===== config.mk =====
export PLATFORM = sky130hd
export DESIGN_NAME = irq_dispatch
export DESIGN_NICKNAME = d
export VERILOG_FILES = /design/src/rtl/irq_dispatch_pkg.sv /design/src/rtl/irq_range_chk.sv /design/src/rtl/irq_msg_port.sv /design/src/rtl/irq_intx_line.sv /design/src/rtl/irq_dispatch.sv
export SDC_FILE = /design/constraint.sdc
export NUM_CORES = 1
export LEC_CHECK = 0
export BUFFER_PORTS_ARGS = -buffer_cell sky130_fd_sc_hd__clkbuf_2
export CAP_MARGIN = 0
export CORE_ASPECT_RATIO = 0.6
export CORE_UTILIZATION = 50
export CTS_CLUSTER_SIZE = 40
export DETAILED_ROUTE_END_ITERATION = 8
export PLACE_DENSITY_LB_ADDON = 0.12
export SETUP_SLACK_MARGIN = 0.2
export SLEW_MARGIN = 25
export SYNTH_ARGS = -nofsm -noshare
export SYNTH_HDL_FRONTEND = slang
export SYNTH_SLANG_ARGS = --single-unit

===== constraint.sdc =====
create_clock -name clk_i -period 3.9 [get_ports clk_i]
set_clock_uncertainty 0.1 [all_clocks]
set_input_delay 0.39 -clock clk_i [delete_from_list [all_inputs] [get_ports clk_i]]
set_output_delay 0.39 -clock clk_i [all_outputs]
set_load 0.01 [all_outputs]

===== src/rtl/irq_dispatch_pkg.sv =====
package irq_dispatch_pkg;
  typedef enum logic [1:0] {
    KIND_LEGACY = 2'd0,
    KIND_MSI    = 2'd1,
    KIND_MSIX   = 2'd2,
    KIND_RSVD   = 2'd3
  } irq_kind_e;
endpackage


===== src/rtl/irq_range_chk.sv =====
module irq_range_chk
  import irq_dispatch_pkg::*;
#(
  parameter int VEC_W    = 12,
  parameter int MSI_MAX  = 32,
  parameter int MSIX_MAX = 2048
) (
  input  irq_kind_e          kind_i,
  input  logic [VEC_W-1:0]   vec_i,
  output logic               ok_o,
  output logic               is_legacy_o,
  output logic               is_msi_o,
  output logic               is_msix_o
);
  localparam logic [VEC_W-1:0] MsiTop  = VEC_W'(MSI_MAX);
  localparam logic [VEC_W-1:0] MsixTop = VEC_W'(MSIX_MAX);

  logic nonzero;
  assign nonzero = |vec_i;

  always_comb begin
    is_legacy_o = 1'b0;
    is_msi_o    = 1'b0;
    is_msix_o   = 1'b0;
    ok_o        = 1'b0;
    unique case (kind_i)
      KIND_LEGACY: begin
        is_legacy_o = 1'b1;
        ok_o        = !nonzero;
      end
      KIND_MSI: begin
        is_msi_o = 1'b1;
        ok_o     = nonzero && (vec_i <= MsiTop);
      end
      KIND_MSIX: begin
        is_msix_o = 1'b1;
        ok_o      = nonzero && (vec_i <= MsixTop);
      end
      default: ok_o = 1'b0;
    endcase
  end


  kind_onehot_chk: assert final ($onehot0({is_legacy_o, is_msi_o, is_msix_o}));
endmodule


===== src/rtl/irq_msg_port.sv =====
module irq_msg_port #(
  parameter int W = 6
) (
  input  logic         clk_i,
  input  logic         rst_ni,
  input  logic         load_i,
  input  logic [W-1:0] vec_i,
  input  logic         ready_i,
  output logic         valid_o,
  output logic [W-1:0] vec_o,
  output logic         fire_o
);
  assign fire_o = valid_o && ready_i;

  always_ff @(posedge clk_i or negedge rst_ni) begin
    if (!rst_ni) begin
      valid_o <= 1'b0;
      vec_o   <= '0;
    end else if (fire_o) begin
      valid_o <= 1'b0;
    end else if (load_i && !valid_o) begin
      valid_o <= 1'b1;
      vec_o   <= vec_i;
    end
  end


  hold_steady_chk: assert property (@(posedge clk_i) disable iff (!rst_ni)
    valid_o && !ready_i |=> valid_o && $stable(vec_o));


  drop_after_fire_chk: assert property (@(posedge clk_i) disable iff (!rst_ni)
    fire_o |=> !valid_o);
endmodule


===== src/rtl/irq_intx_line.sv =====
module irq_intx_line (
  input  logic clk_i,
  input  logic rst_ni,
  input  logic set_i,
  input  logic clr_i,
  output logic line_o
);
  // set wins over a simultaneous clear
  always_ff @(posedge clk_i or negedge rst_ni) begin
    if (!rst_ni)     line_o <= 1'b0;
    else if (set_i)  line_o <= 1'b1;
    else if (clr_i)  line_o <= 1'b0;
  end


  fall_needs_clr_chk: assert property (@(posedge clk_i) disable iff (!rst_ni)
    $fell(line_o) |-> $past(clr_i) && !$past(set_i));


  set_beats_clr_chk: assert property (@(posedge clk_i) disable iff (!rst_ni)
    set_i && clr_i |=> line_o);
endmodule


===== src/rtl/irq_dispatch.sv =====
module irq_dispatch
  import irq_dispatch_pkg::*;
#(
  parameter int VEC_W    = 12,
  parameter int MSI_MAX  = 32,
  parameter int MSIX_MAX = 2048,
  localparam int MSI_W   = $clog2(MSI_MAX + 1)
) (
  input  logic             clk_i,
  input  logic             rst_ni,
  input  logic             eng_req_i,
  input  logic             cmd_req_i,
  input  logic [1:0]       kind_i,
  input  logic [VEC_W-1:0] vec_i,
  output logic             busy_o,
  output logic             done_o,
  output logic             err_o,
  output logic             raised_o,
  output logic             intx_o,
  input  logic             intx_clr_i,
  output logic             msi_valid_o,
  output logic [MSI_W-1:0] msi_vec_o,
  input  logic             msi_ready_i,
  output logic             msix_valid_o,
  output logic [VEC_W-1:0] msix_vec_o,
  input  logic             msix_ready_i
);
  logic req, accept, ok, is_legacy, is_msi, is_msix;
  logic msi_fire, msix_fire, legacy_go;
  logic done_q, err_q, raised_q;

  assign busy_o = msi_valid_o || msix_valid_o;
  assign req    = eng_req_i || cmd_req_i;
  assign accept = req && !busy_o;

  irq_range_chk #(
    .VEC_W   (VEC_W),
    .MSI_MAX (MSI_MAX),
    .MSIX_MAX(MSIX_MAX)
  ) u_range (
    .kind_i     (irq_kind_e'(kind_i)),
    .vec_i      (vec_i),
    .ok_o       (ok),
    .is_legacy_o(is_legacy),
    .is_msi_o   (is_msi),
    .is_msix_o  (is_msix)
  );

  assign legacy_go = accept && ok && is_legacy;

  irq_intx_line u_intx (
    .clk_i (clk_i),
    .rst_ni(rst_ni),
    .set_i (legacy_go),
    .clr_i (intx_clr_i),
    .line_o(intx_o)
  );

  irq_msg_port #(.W(MSI_W)) u_msi (
    .clk_i  (clk_i),
    .rst_ni (rst_ni),
    .load_i (accept && ok && is_msi),
    .vec_i  (vec_i[MSI_W-1:0]),
    .ready_i(msi_ready_i),
    .valid_o(msi_valid_o),
    .vec_o  (msi_vec_o),
    .fire_o (msi_fire)
  );

  irq_msg_port #(.W(VEC_W)) u_msix (
    .clk_i  (clk_i),
    .rst_ni (rst_ni),
    .load_i (accept && ok && is_msix),
    .vec_i  (vec_i),
    .ready_i(msix_ready_i),
    .valid_o(msix_valid_o),
    .vec_o  (msix_vec_o),
    .fire_o (msix_fire)
  );

  always_ff @(posedge clk_i or negedge rst_ni) begin
    if (!rst_ni) begin
      done_q   <= 1'b0;
      err_q    <= 1'b0;
      raised_q <= 1'b0;
    end else begin
      done_q <= legacy_go || msi_fire || msix_fire;
      err_q  <= accept && !ok;
      if (accept)                      raised_q <= legacy_go;
      else if (msi_fire || msix_fire)  raised_q <= 1'b1;
    end
  end

  assign done_o   = done_q;
  assign err_o    = err_q;
  assign raised_o = raised_q;


  one_msg_chk: assert property (@(posedge clk_i) disable iff (!rst_ni)
    !(msi_valid_o && msix_valid_o));


  err_no_raise_chk: assert property (@(posedge clk_i) disable iff (!rst_ni)
    err_o |-> !raised_o && !done_o && !busy_o);


  done_sets_flag_chk: assert property (@(posedge clk_i) disable iff (!rst_ni)
    done_o |-> raised_o);


  busy_drop_chk: assert property (@(posedge clk_i) disable iff (!rst_ni)
    busy_o && req |=> !err_o);


  msi_vec_range_chk: assert property (@(posedge clk_i) disable iff (!rst_ni)
    msi_valid_o |-> (msi_vec_o != '0) && (int'(msi_vec_o) <= MSI_MAX));


  msix_vec_range_chk: assert property (@(posedge clk_i) disable iff (!rst_ni)
    msix_valid_o |-> (msix_vec_o != '0) && (int'(msix_vec_o) <= MSIX_MAX));
endmodule


==> results by group, run 1 <==
Clock network
  • Clk slew on worst S/H paths: about 80 ps
  • CTS Buffer Depth: 2
  • Postcts setup bufs: 0
  • Clock sinks: 24
  • Clock Latency Late Sink: ~260 ps
  • CTS root buf: clkbuf_8
  • Inserted Clock Buffers: 3
  • Post-cts hold buffer count: 0
  • Post-cts resize count: 0
  • Htree depth: 1
  • CTS tree: done

STA
  • Fin worst setup slack: 1570 ps
  • Final Hold Viols: 0
  • Setup-failing EPs final: 0
  • Relative slew slack: between 60% and 70%
  • Fin crit share: 59.9%
  • Minimum clock period: roughly 2300 ps
  • Setup_tns: 0 ps
  • RSZ-0062 raised after global routing: false
  • Worst-margin pin slew: 590 ps
  • Fmax: 428 MHz
  • Pins over their slew limit: 0

Die
  • Die height: 40.3 microns
  • Initial core utilization: 54.8%
  • Die area: 2650 sq um
  • Row count: 13
  • # IOs: 46
  • Die X: 65.8 microns
  • Core area: 2230 sq um

Setup path
  • Crit path top cell by count: or2_1
  • CP max-delay cell: dfrtp_1
  • Critical path required time: 3950 ps
  • Crit path DAT: 2390 ps
  • CP endpoint kind: flip-flop
  • Critical Path Start Type: flip-flop
  • Max incr delay on CP: 430 ps
  • Worst-path cell chain: or2_1, or2_1, nor4_4, a22o_4, mux2_1
  • WS Path Type: reg2reg
  • Crit-path max FO: 13

Routing
  • Vias per cell: 5.25
  • First-pass iteration count of the detailed router: 4
  • Final antenna-violating net count: 0
  • WL per Instance: 15.0 microns
  • Drt initial violations: 73
  • WL final: approximately 2500 microns
  • Vias: 888
  • DRC viols: 0

Power and ir drop
  • VDD IR max: 275 uV
  • Leakage power total: 0.811 nW
  • Power Density: 458 nW/um^2
  • Final Power: 0.698 mW

Synthesis
  • Top FF cell, synth: dfrtp_1
  • Synth top area cells: dfrtp_1 (49%), mux2_4 (11%), mux2_1 (8.3%), ha_1 (4.1%), a32oi_4 (2.3%)
  • Synth Warn #: 0
  • Number of synthesized flops with an enable pin: 0
  • Post-synth top area cell: dfrtp_1
  • Most numerous cell in the Yosys netlist: dfrtp_1
  • Post-Synthesis Net Count: around 120
  • Cell Area, Synth: 1220 sq um
  • Seq cells post-synth: 24
  • Seq/Total Area, Yosys: 49.2%
  • Yosys top cell area share: approximately 50%
  • Ys async rst share: 100%
  • Post-synthesis average cell area: 13.4 sq um
  • Synth top cells by count: dfrtp_1 (24), mux2_1 (9), mux2_4 (9)
  • Cell variety after synth: 32
  • Synth Instances: 91

Global route
  • Largest net degree at the start of global routing: 25
  • Initial antenna violation count: 0
  • First-pass GRT wire length: 3930 microns
  • GRT Util Overall: 21.2%
  • Vias in the first global route: 791
  • GRT Residual Overflow: 0

Placement
  • Dpl hpwl: 1990 microns
  • Gpl congestion: a little over 0.8
  • PortBufs: 45
  • Place WS: 1460 ps

Final layout
  • Layout cells sized above 1: 46.0%
  • Area of the multi-input gates: 583 sq um
  • # fillers: 173
  • Antenna Cells: 0
  • FF+latch area: approximately 600 sq um
  • Nets@finish: 165
  • Area Growth Syn to Fin: 24.8%

Status
  • Status: finished, final reports clean

Flow run
  • Max Cap Viol: 0

Worst hold path
  • Worst hold path class: in2async
-- final timing paths --
kind | from | end | slack, ps | depth (start not counted)
max | u_msix.valid_o | u_msix.vec_o[1] | 1570 | 5
min | rst_ni | u_msi.vec_o[5] | 10 | 1
min reg2reg | u_msix.vec_o[2] | u_msix.vec_o[2] | 390 | 1
max in group asynchronous | rst_ni | u_msix.vec_o[10] | 3310 | 1
min in group clk_i | msi_ready_i | u_msi.valid_o | 200 | 2
max reg2reg | u_msix.valid_o | u_msix.vec_o[1] | 1570 | 5
-- placed cells by master (no fill, tap or decap) --
| master | instances |
|---|---|
| clkbuf_2 | 45 |
| dfrtp_1 | 24 |
| mux2_4 | 9 |
| mux2_1 | 9 |
| inv_1 | 6 |
| nor2_1 | 5 |
| ha_1 | 4 |
| clkbuf_8 | 4 |
| nor2b_1 | 3 |
| a21oi_1 | 3 |
| or2_1 | 2 |
| nor3_1 | 2 |
| o21ai_1 | 2 |
| and3_1 | 2 |
| nor4_2 | 1 |
| nand2b_1 | 1 |
| a21boi_0 | 1 |
| o21bai_1 | 1 |
| nand4b_2 | 1 |
| o211a_1 | 1 |
| nand4b_1 | 1 |
| o31a_1 | 1 |
| nor4_4 | 1 |
| a22oi_1 | 1 |
| or2_4 | 1 |
| a31oi_1 | 1 |
| o21ba_1 | 1 |
| a22o_4 | 1 |
| nand4_1 | 1 |
| nand2_1 | 1 |
| o22ai_1 | 1 |
| a21o_1 | 1 |
| a32oi_4 | 1 |
-- layout make-up --
cell class / instances / share of cell area [%]
repair buffers: 45 / 14.8
multi-input cells: 60 / 38.3
clock buffers: 4 / 3.61
inverters: 6 / 1.48
well taps: 30 / 2.46
flip-flops and latches: 24 / 39.4
-- per-stage QoR --
stage | cell area, sq um | hold WS, ps | std cells | util, %
after detailed placement | 1470 | 321 | 165 | 65.9
after CTS | 1520 | 30.3 | 169 | 68.4
after global placement | 1470 | 314 | 165 | 65.9
after global routing | 1520 | 61.2 | 169 | 68.4
final | 1520 | 10.5 | 169 | 68.4
after floorplan | 1220 | -5.59 | 91 | -
-- registers in the layout, indices dropped and copies added, names as in the netlist --
name and flops:
raised_o 1, u_msi.valid_o 1, u_intx.line_o 1, u_msix.vec_o 12, done_o 1, u_msi.vec_o 6
err_o 1, u_msix.valid_o 1
-- report_power, final --
part           leakage (nW)  total, mW  internal, mW  switching (mW)
clock network        0.0288      0.168        0.0901          0.0779
logic                 0.476      0.194         0.104          0.0900
registers             0.306      0.336         0.304          0.0323
-- metal layers --
metal	part of all wire, %	GRT usage [%]	vias up
li1	-	-	422
met2	43	32.4	44
met5	0	0	-
met3	7.5	6.53	6
met1	49	29.5	416
met4	0.95	4.89	0
-- critical path: cells and delay by family (launching register included) --
family,cells,cell delay (ps)
and+or+nand+nor,3,1010
AOI/OAI and AO/OA,1,340
muxes,1,340
DFF,1,430
-- cells by family after synthesis --
family                     count (synthesis)  share of synthesized area (%)
DFF                                       24                           49.2
and+or+nand+nor                           22                           12.7
muxes                                     18                           19.4
AOI/OAI and AO/OA                         16                           11.6
buffers and inverters                      7                           3.07
adders and majority gates                  4                           4.10
Note: power is estimated with default switching activity, not from simulation.
==> run 2, diff against run 1 <==
--- a/config.mk
+++ b/config.mk
@@ -5,10 +5,11 @@
 export SDC_FILE = /design/constraint.sdc
 export NUM_CORES = 1
 export LEC_CHECK = 0
+export ABC_AREA = 1
 export BUFFER_PORTS_ARGS = -buffer_cell sky130_fd_sc_hd__clkbuf_2
 export CAP_MARGIN = 0
 export CORE_ASPECT_RATIO = 0.6
-export CORE_UTILIZATION = 50
+export CORE_UTILIZATION = 43
 export CTS_CLUSTER_SIZE = 40
 export DETAILED_ROUTE_END_ITERATION = 8
 export PLACE_DENSITY_LB_ADDON = 0.12
==> constraint.sdc (replaced) <==
create_clock -name clk_i -period 1.9 [get_ports clk_i]
set_clock_uncertainty 0.1 [all_clocks]
set_input_delay 0.19 -clock clk_i [delete_from_list [all_inputs] [get_ports clk_i]]
set_output_delay 0.19 -clock clk_i [all_outputs]
set_load 0.01 [all_outputs]
==> run 2 against run 1 <==
The flow now finishes with violations (DRC); global-route usage increased by 0.45 points; sequential cell count unchanged; die area is 16% higher; hold slack gained 7.3 ps; sequential share of layout area shrank 1.3 points; clock-buffer cell count decreased by 1; combinational power is 81% higher; maximum frequency rose by 45%; critical endpoint is now u_msix.vec_o[5]; largest power group unchanged; highest routed layer is now met3.
==> results by group, run 2 <==
Status
  • Status: finished, violations left
  • Violated checks: DRC

Routing
  • Final antenna-violating net count: 0 (unchanged)
  • Vias per cell: 5.03 (-4.3%)
  • First-pass iteration count of the detailed router: 6 (+2)
  • Drt initial violations: 59 (-19%)
  • WL final: 3110 microns (+23%)
  • Vias: 1147 (+29%)
  • WL per Instance: 13.7 microns (-8.7%)
  • DRC viols: 3 (+3)

Setup path
  • Max incr delay on CP: 420 ps (about the same)
  • Worst Reg-to-Reg Cells: 7 (+2)
  • Critical path required time: 1970 ps (-1980 ps)
  • CP Buf/Inv Count: 2 (+2)
  • R2r setup slk: 290 ps (-1280 ps)
  • Crit path DAT: 1680 ps (-710 ps)
  • Critical Path Start Type: flip-flop
  • CP max-delay cell: dfrtp_1
  • Crit path top cell by count: nand2_1
  • Crit-path leading delay family: simple AND/OR/NAND/NOR gates
  • CP endpoint kind: flip-flop
  • WS Path Type: reg2reg
  • Critical R2R Launch: u_msi.valid_o
  • Crit-path max FO: 13 (unchanged)
  • Reg-to-Reg End: u_msix.vec_o[5]
  • Worst-path cell chain: inv_1, nand2_1, nor2_1, buf_4, nand4_2, nand2_1, nand2_1

Global route
  • Largest net degree at the start of global routing: 25 (unchanged)
  • GRT Residual Overflow: 0 (unchanged)
  • Initial antenna violation count: 0 (unchanged)
  • GRT Util Overall: 21.6% (+0.45 points)
  • Vias in the first global route: 1054 (+33%)
  • First-pass GRT wire length: 5040 microns (+28%)

STA
  • Setup-failing EPs final: 0 (unchanged)
  • Pins over their slew limit: 0 (unchanged)
  • Worst-margin pin slew: 604 ps (+14.6 ps)
  • Fin crit share: 85.0% (+25 points)
  • Relative slew slack: 59.7% (-0.97 points)
  • Setup_tns: 0 ps (unchanged)
  • RSZ-0062 raised after global routing: true
  • Fmax: 619 MHz (+45%)
  • Minimum clock period: 1610 ps (-720 ps)
  • Final Hold Viols: 0 (unchanged)

Final layout
  • Max FFs per register: 12 (unchanged)
  • Top flop regs: u_msix.vec_o x12, u_msi.vec_o x6
  • Top reg by flops: u_msix.vec_o
  • Layout cells sized above 1: 32.7% (-13 points)
  • Commonest non-fill, non-tap cells in the layout: nand2_1 (51), clkbuf_2 (45), dfrtp_1 (24), nand4_1 (19), inv_1 (14)
  • Antenna Cells: 0 (unchanged)
  • # fillers: 243 (+40%)
  • Nets@finish: 222 (+35%)
  • Area Growth Syn to Fin: 28.1%
  • Commonest non-fill, non-tap cell in the layout: nand2_1

Die
  • Row count: 14 (+1)
  • # IOs: 46 (unchanged)
  • Die height: 43.4 microns (+7.8%)
  • Initial core utilization: 47.1% (-7.7 points)
  • Die area: 3080 sq um (+16%)
  • Die X: 71.0 microns (+7.9%)
  • Core area: 2610 sq um (+17%)

Clock network
  • Post-cts resize count: 0 (unchanged)
  • Inserted Clock Buffers: 3 (unchanged)
  • Clock sinks: 24 (unchanged)
  • Htree depth: 1 (unchanged)
  • CTS root buf: clkbuf_8
  • Clock Latency Late Sink: 270 ps (about the same)
  • CTS tree: done
  • CTS Buffer Depth: 2 (unchanged)
  • Clk slew on worst S/H paths: 90 ps (about the same)

Synthesis
  • Synth top cells by count: nand2_1 (51), dfrtp_1 (24), nand4_1 (19)
  • Synth Instances: 146 (+60%)
  • Synth top area cells: dfrtp_1 (49%), nand2_1 (16%), nand4_1 (9.7%), inv_1 (4.3%), ha_1 (4.1%)
  • Number of synthesized flops with an enable pin: 0 (unchanged)
  • Top FF cell, synth: dfrtp_1
  • Yosys top cell area share: 48.9% (-0.30 points)
  • Post-synthesis average cell area: 8.42 sq um (-37%)
  • Cell Area, Synth: 1230 sq um (+0.61%)
  • Most numerous cell in the Yosys netlist: nand2_1
  • Seq cells post-synth: 24 (unchanged)
  • Seq/Total Area, Yosys: 48.9% (-0.30 points)
  • Ys async rst share: 100% (unchanged)
  • Post-Synthesis Net Count: 171 (+47%)
  • Cell variety after synth: 18 (-44%)
  • Post-synth top area cell: dfrtp_1
  • Synth Warn #: 0 (unchanged)

Worst hold path
  • Worst hold path class: in2reg
  • Hold Path Sink: u_msix.valid_o
  • Worst Min Path Start: msix_ready_i
  • Hold Crit Depth: 2

Power and ir drop
  • Power Density: 933 nW/um^2 (+100%)
  • VDD IR max: 608 uV (+120%)
  • Final Power: 1.47 mW (+110%)
  • Leakage power total: 0.914 nW (+13%)

Placement
  • PortBufs: 45 (unchanged)
  • Gpl congestion: 0.839 (+3.6%)
  • Dpl hpwl: 2360 microns (+18%)

Flow run
  • Max Cap Viol: 0 (unchanged)
## run 2: through the flow
| stage | hold WS [ps] | area (sq um) | util (%) | instances | worst slack (ps) |
|---|---|---|---|---|---|
| after CTS | 13.6 | 1570 | 60.3 | 228 | 308 |
| after global placement | 116 | 1480 | 56.8 | 222 | 191 |
| after floorplan | -206 | 1230 | - | 146 | 469 |
| after detailed placement | 133 | 1480 | 56.8 | 222 | 69.4 |
| after global routing | 6.72 | 1570 | 60.3 | 228 | 141 |
| final | 17.7 | 1570 | 60.3 | 228 | 285 |
## run 2: worst max-delay path by stage
stage                     depth (start not counted)           from               to  slack [ps]
after floorplan                                   7  u_msi.valid_o         raised_o         470
after global placement                           11      kind_i[0]  u_msix.vec_o[0]         190
after detailed placement                         11      kind_i[0]  u_msix.vec_o[5]          70
after CTS                                         7  u_msi.valid_o  u_msix.vec_o[5]         310
after global routing                             10      kind_i[0]  u_msix.vec_o[2]         140
final                                             7  u_msi.valid_o  u_msix.vec_o[5]         290
## run 2: timing repair
action | in CTS | in global routing
hold buffers | 2 | 0
setup buffers | 0 | 0
setup endpoints to repair | 0 | 10
hold endpoints to repair | 25 | 0
## run 2: layout make-up
type	instances	area (sq um)	share of cell area (%)
clock inverters	1	30.0	1.91
flip-flops and latches	24	601	38.2
well taps	32	40.0	2.54
repair buffers	52	283	18.0
inverters	14	52.6	3.34
clock buffers	3	41.3	2.62
multi-input cells	102	527	33.5
## run 2: cell families (layout without fill, tap and decap cells)
| logic type | Yosys count | after routing | synth area share (%) |
|---|---|---|---|
| and+or+nand+nor | 92 | 92 | 35.7 |
| adders and majority gates | 4 | 4 | 4.07 |
| AOI/OAI and AO/OA | 6 | 6 | 3.05 |
| DFF | 24 | 24 | 48.9 |
| buffers and inverters | 20 | 70 | 8.25 |
## run 2: routing by layer
layer / vias to the layer above / routed length [microns] / GRT usage (%)
li1: 575 / - / -
met1: 531 / 1500 / 31.5
met4: 0 / 0 / 1.60
met2: 41 / 1430 / 34.2
met3: 0 / 194 / 5.81
met5: - / 0 / 0
## run 2: power by group
group	internal, mW	switching (mW)
Clock	0.282	0.173
Combinational	0.145	0.206
Sequential	0.608	0.0541
==> run 3, diff against run 2 <==
--- a/config.mk
+++ b/config.mk
@@ -9,7 +9,7 @@
 export BUFFER_PORTS_ARGS = -buffer_cell sky130_fd_sc_hd__clkbuf_2
 export CAP_MARGIN = 0
 export CORE_ASPECT_RATIO = 0.6
-export CORE_UTILIZATION = 43
+export CORE_UTILIZATION = 48
 export CTS_CLUSTER_SIZE = 40
 export DETAILED_ROUTE_END_ITERATION = 8
 export PLACE_DENSITY_LB_ADDON = 0.12
==> constraint.sdc (replaced) <==
create_clock -name clk_i -period 1.5 [get_ports clk_i]
set_clock_uncertainty 0.1 [all_clocks]
set_input_delay 0.15 -clock clk_i [delete_from_list [all_inputs] [get_ports clk_i]]
set_output_delay 0.15 -clock clk_i [all_outputs]
set_load 0.01 [all_outputs]
==> run 3 against run 2 <==
The run now ends clean; clock-buffer cell count is the same; register-to-register slack lost 180 ps; clock power grew 24%; sequential share of layout area shrank 6.6 points; via count grew 16%; non-clock buffer count grew 23; design area grew 21%; core utilization grew 23 points; critical path depth grew 4; sequential power grew 27%; sequential cell count is the same; critical path type is now in2reg; largest power group unchanged.
==> results by group, run 3 (synthesis results as in run 2) <==
Placement
  • PortBufs: 45 (unchanged)
  • Placed cell count: 230 (+3.6%)
  • Gpl congestion: 0.819 (-2.4%)
  • Place WS: -143 ps (-212 ps)
  • Dpl hpwl: 2400 microns (+1.7%)

Clock network
  • CTS Buffer Depth: 2 (unchanged)
  • Inserted Clock Buffers: 3 (unchanged)
  • Clock Latency Late Sink: 270 ps (about the same)
  • Htree depth: 1 (unchanged)
  • CTS root buf: clkbuf_8
  • CTS tree: done
  • Clk slew on worst S/H paths: 80 ps (about the same)
  • Clock sinks: 24 (unchanged)

Setup path
  • R2r setup slk: 110 ps (-180 ps)
  • Crit path DAT: 1520 ps (-160 ps)
  • Worst Reg-to-Reg Cells: 8 (+1)
  • Max incr delay on CP: 240 ps (-180 ps)
  • Crit. Startpoint: vec_i[1]
  • Critical Path Start Type: input pin
  • WS Path Type: in2reg
  • Worst Setup EP: u_msi.vec_o[1]
  • Worst-path cell chain: clkbuf_2, nor2_2, nand2_1, nor2_2, nand2_1, nand2_1, nand3_2, a21oi_4, buf_6, nand4_1, nand2_1
  • Critical R2R Launch: u_msi.valid_o
  • Crit path top cell by count: nand2_1
  • Crit-path max FO: 6 (-7)
  • Critical path required time: 1610 ps (-360 ps)
  • Reg-to-Reg End: u_msi.vec_o[4]
  • CP max-delay cell: a21oi_4
  • CP endpoint kind: flip-flop

Worst hold path
  • Worst hold path class: in2reg
  • Hold Crit Depth: 3 (+1)

Die
  • Core area: 2290 sq um (-12%)
  • Initial core utilization: 53.6% (+6.5 points)
  • Die X: 67.3 microns (-5.2%)
  • Row count: 13 (-1)
  • Die height: 41.2 microns (-5.1%)
  • Die area: 2770 sq um (-10%)
  • # IOs: 46 (unchanged)

Flow run
  • Max Cap Viol: 0 (unchanged)

Power and ir drop
  • VDD IR max: 635 uV (+4.5%)
  • Power Density: 1030 nW/um^2 (+11%)
  • Leakage power total: 1.04 nW (+14%)

Global route
  • GRT Residual Overflow: 0 (unchanged)
  • First-pass GRT wire length: 5140 microns (+2.0%)
  • Vias in the first global route: 1057 (+0.28%)
  • Initial antenna violation count: 0 (unchanged)
  • Largest net degree at the start of global routing: 25 (unchanged)
  • GRT Util Overall: 27.2% (+5.5 points)

STA
  • Setup_tns: 0 ps (unchanged)
  • Worst-margin pin slew: 617 ps (+13.3 ps)
  • Final Hold Viols: 0 (unchanged)
  • Fin worst setup slack: 93.9 ps (-191 ps)
  • Fmax: roughly 710 MHz
  • Minimum clock period: 1410 ps
  • Fin crit share: 93.7%
  • Setup-failing EPs final: 0 (unchanged)
  • Pins over their slew limit: 0 (unchanged)
  • Relative slew slack: 58.8% (-0.89 points)
  • RSZ-0062 raised after global routing: true

Routing
  • Final antenna-violating net count: 0 (unchanged)
  • WL per Instance: 14.7 microns (+7.8%)
  • Vias per cell: 5.30 (+5.4%)
  • DRC viols: 0 (-3)
  • Drt initial violations: 105 (+78%)
  • Vias: 1326 (+16%)
  • First-pass iteration count of the detailed router: 4 (-2)
  • WL final: 3680 microns (+18%)

Final layout
  • Nets@finish: 246 (+11%)
  • Top flop regs: u_msix.vec_o x12, u_msi.vec_o x6
  • Top reg by flops: u_msix.vec_o
  • Commonest non-fill, non-tap cells in the layout: clkbuf_2 (45), nand2_1 (39), dfrtp_1 (24), nand4_1 (19), buf_4 (19)
  • Final Util: 82.9% (+23 points)
  • Area Growth Syn to Fin: 54.8%
  • Max FFs per register: 12 (unchanged)
  • Finished Layout Cells: 250 (+9.6%)
  • Layout cells sized above 1: 50.9% (+18 points)
  • Antenna Cells: 0 (unchanged)
  • Commonest non-fill, non-tap cell in the layout: clkbuf_2

Status
  • Status: finished, final reports clean
==> run 3: repair_timing <==
action,in CTS,in global routing
endpoints found under the setup margin,23,22
hold buffers,4,0
pin swaps,7,14
resized for setup,9,17
hold endpoints to repair,27,0
setup buffers,5,5
cloned,2,0
==> run 3: critical path, delay by kind of cell <==
kind,cells,cell delay [ps]
simple gates,8,880
buf+inv,2,240
compound gates,1,240
==> run 3: how the worst min path moves through the flow <==
stage                     startpoint               to  slack (ps)
after floorplan               rst_ni           done_o        -250
final                       vec_i[6]  u_msix.vec_o[6]          30
after CTS                   vec_i[8]  u_msix.vec_o[8]          20
after global placement        rst_ni   u_msi.vec_o[3]          80
after detailed placement      rst_ni    u_msi.valid_o          90
after global routing        vec_i[8]  u_msix.vec_o[8]          30
==> run 3: through the flow <==
stage / total power [mW] / hold WS (ps) / area [sq um]
after floorplan: 1.08 / -246 / 1280
after global placement: 1.30 / 75.9 / 1600
after detailed placement: 1.32 / 87.5 / 1600
after CTS: 1.93 / 22.1 / 1810
after global routing: 2.08 / 34.9 / 1900
final: 1.96 / 30.9 / 1900
==> run 3: cell type report <==
cell class / instances / area, sq um
clock buffer: 3 / 41.3
clock inverter: 1 / 30.0
sequential: 24 / 601
tap: 30 / 37.5
multi-input combinational: 103 / 646
timing repair buffer: 75 / 489
fill: 141 / 392
inverter: 14 / 57.6
==> run 3: where the power goes <==
part	switching, mW	leakage (nW)	total, mW	internal (mW)
combinational	0.305	0.687	0.553	0.248
sequential	0.0736	0.315	0.844	0.770
clock	0.208	0.0357	0.565	0.357
total	0.587	1.04	1.96	1.38
==> run 3: routing by layer <==
layer	wire, microns	GRT usage (%)	vias to the layer above
met2	1760	47.8	65
met5	0	0	-
li1	-	-	629
met3	243	5.56	11
met4	80	9.57	0
met1	1590	34.2	621
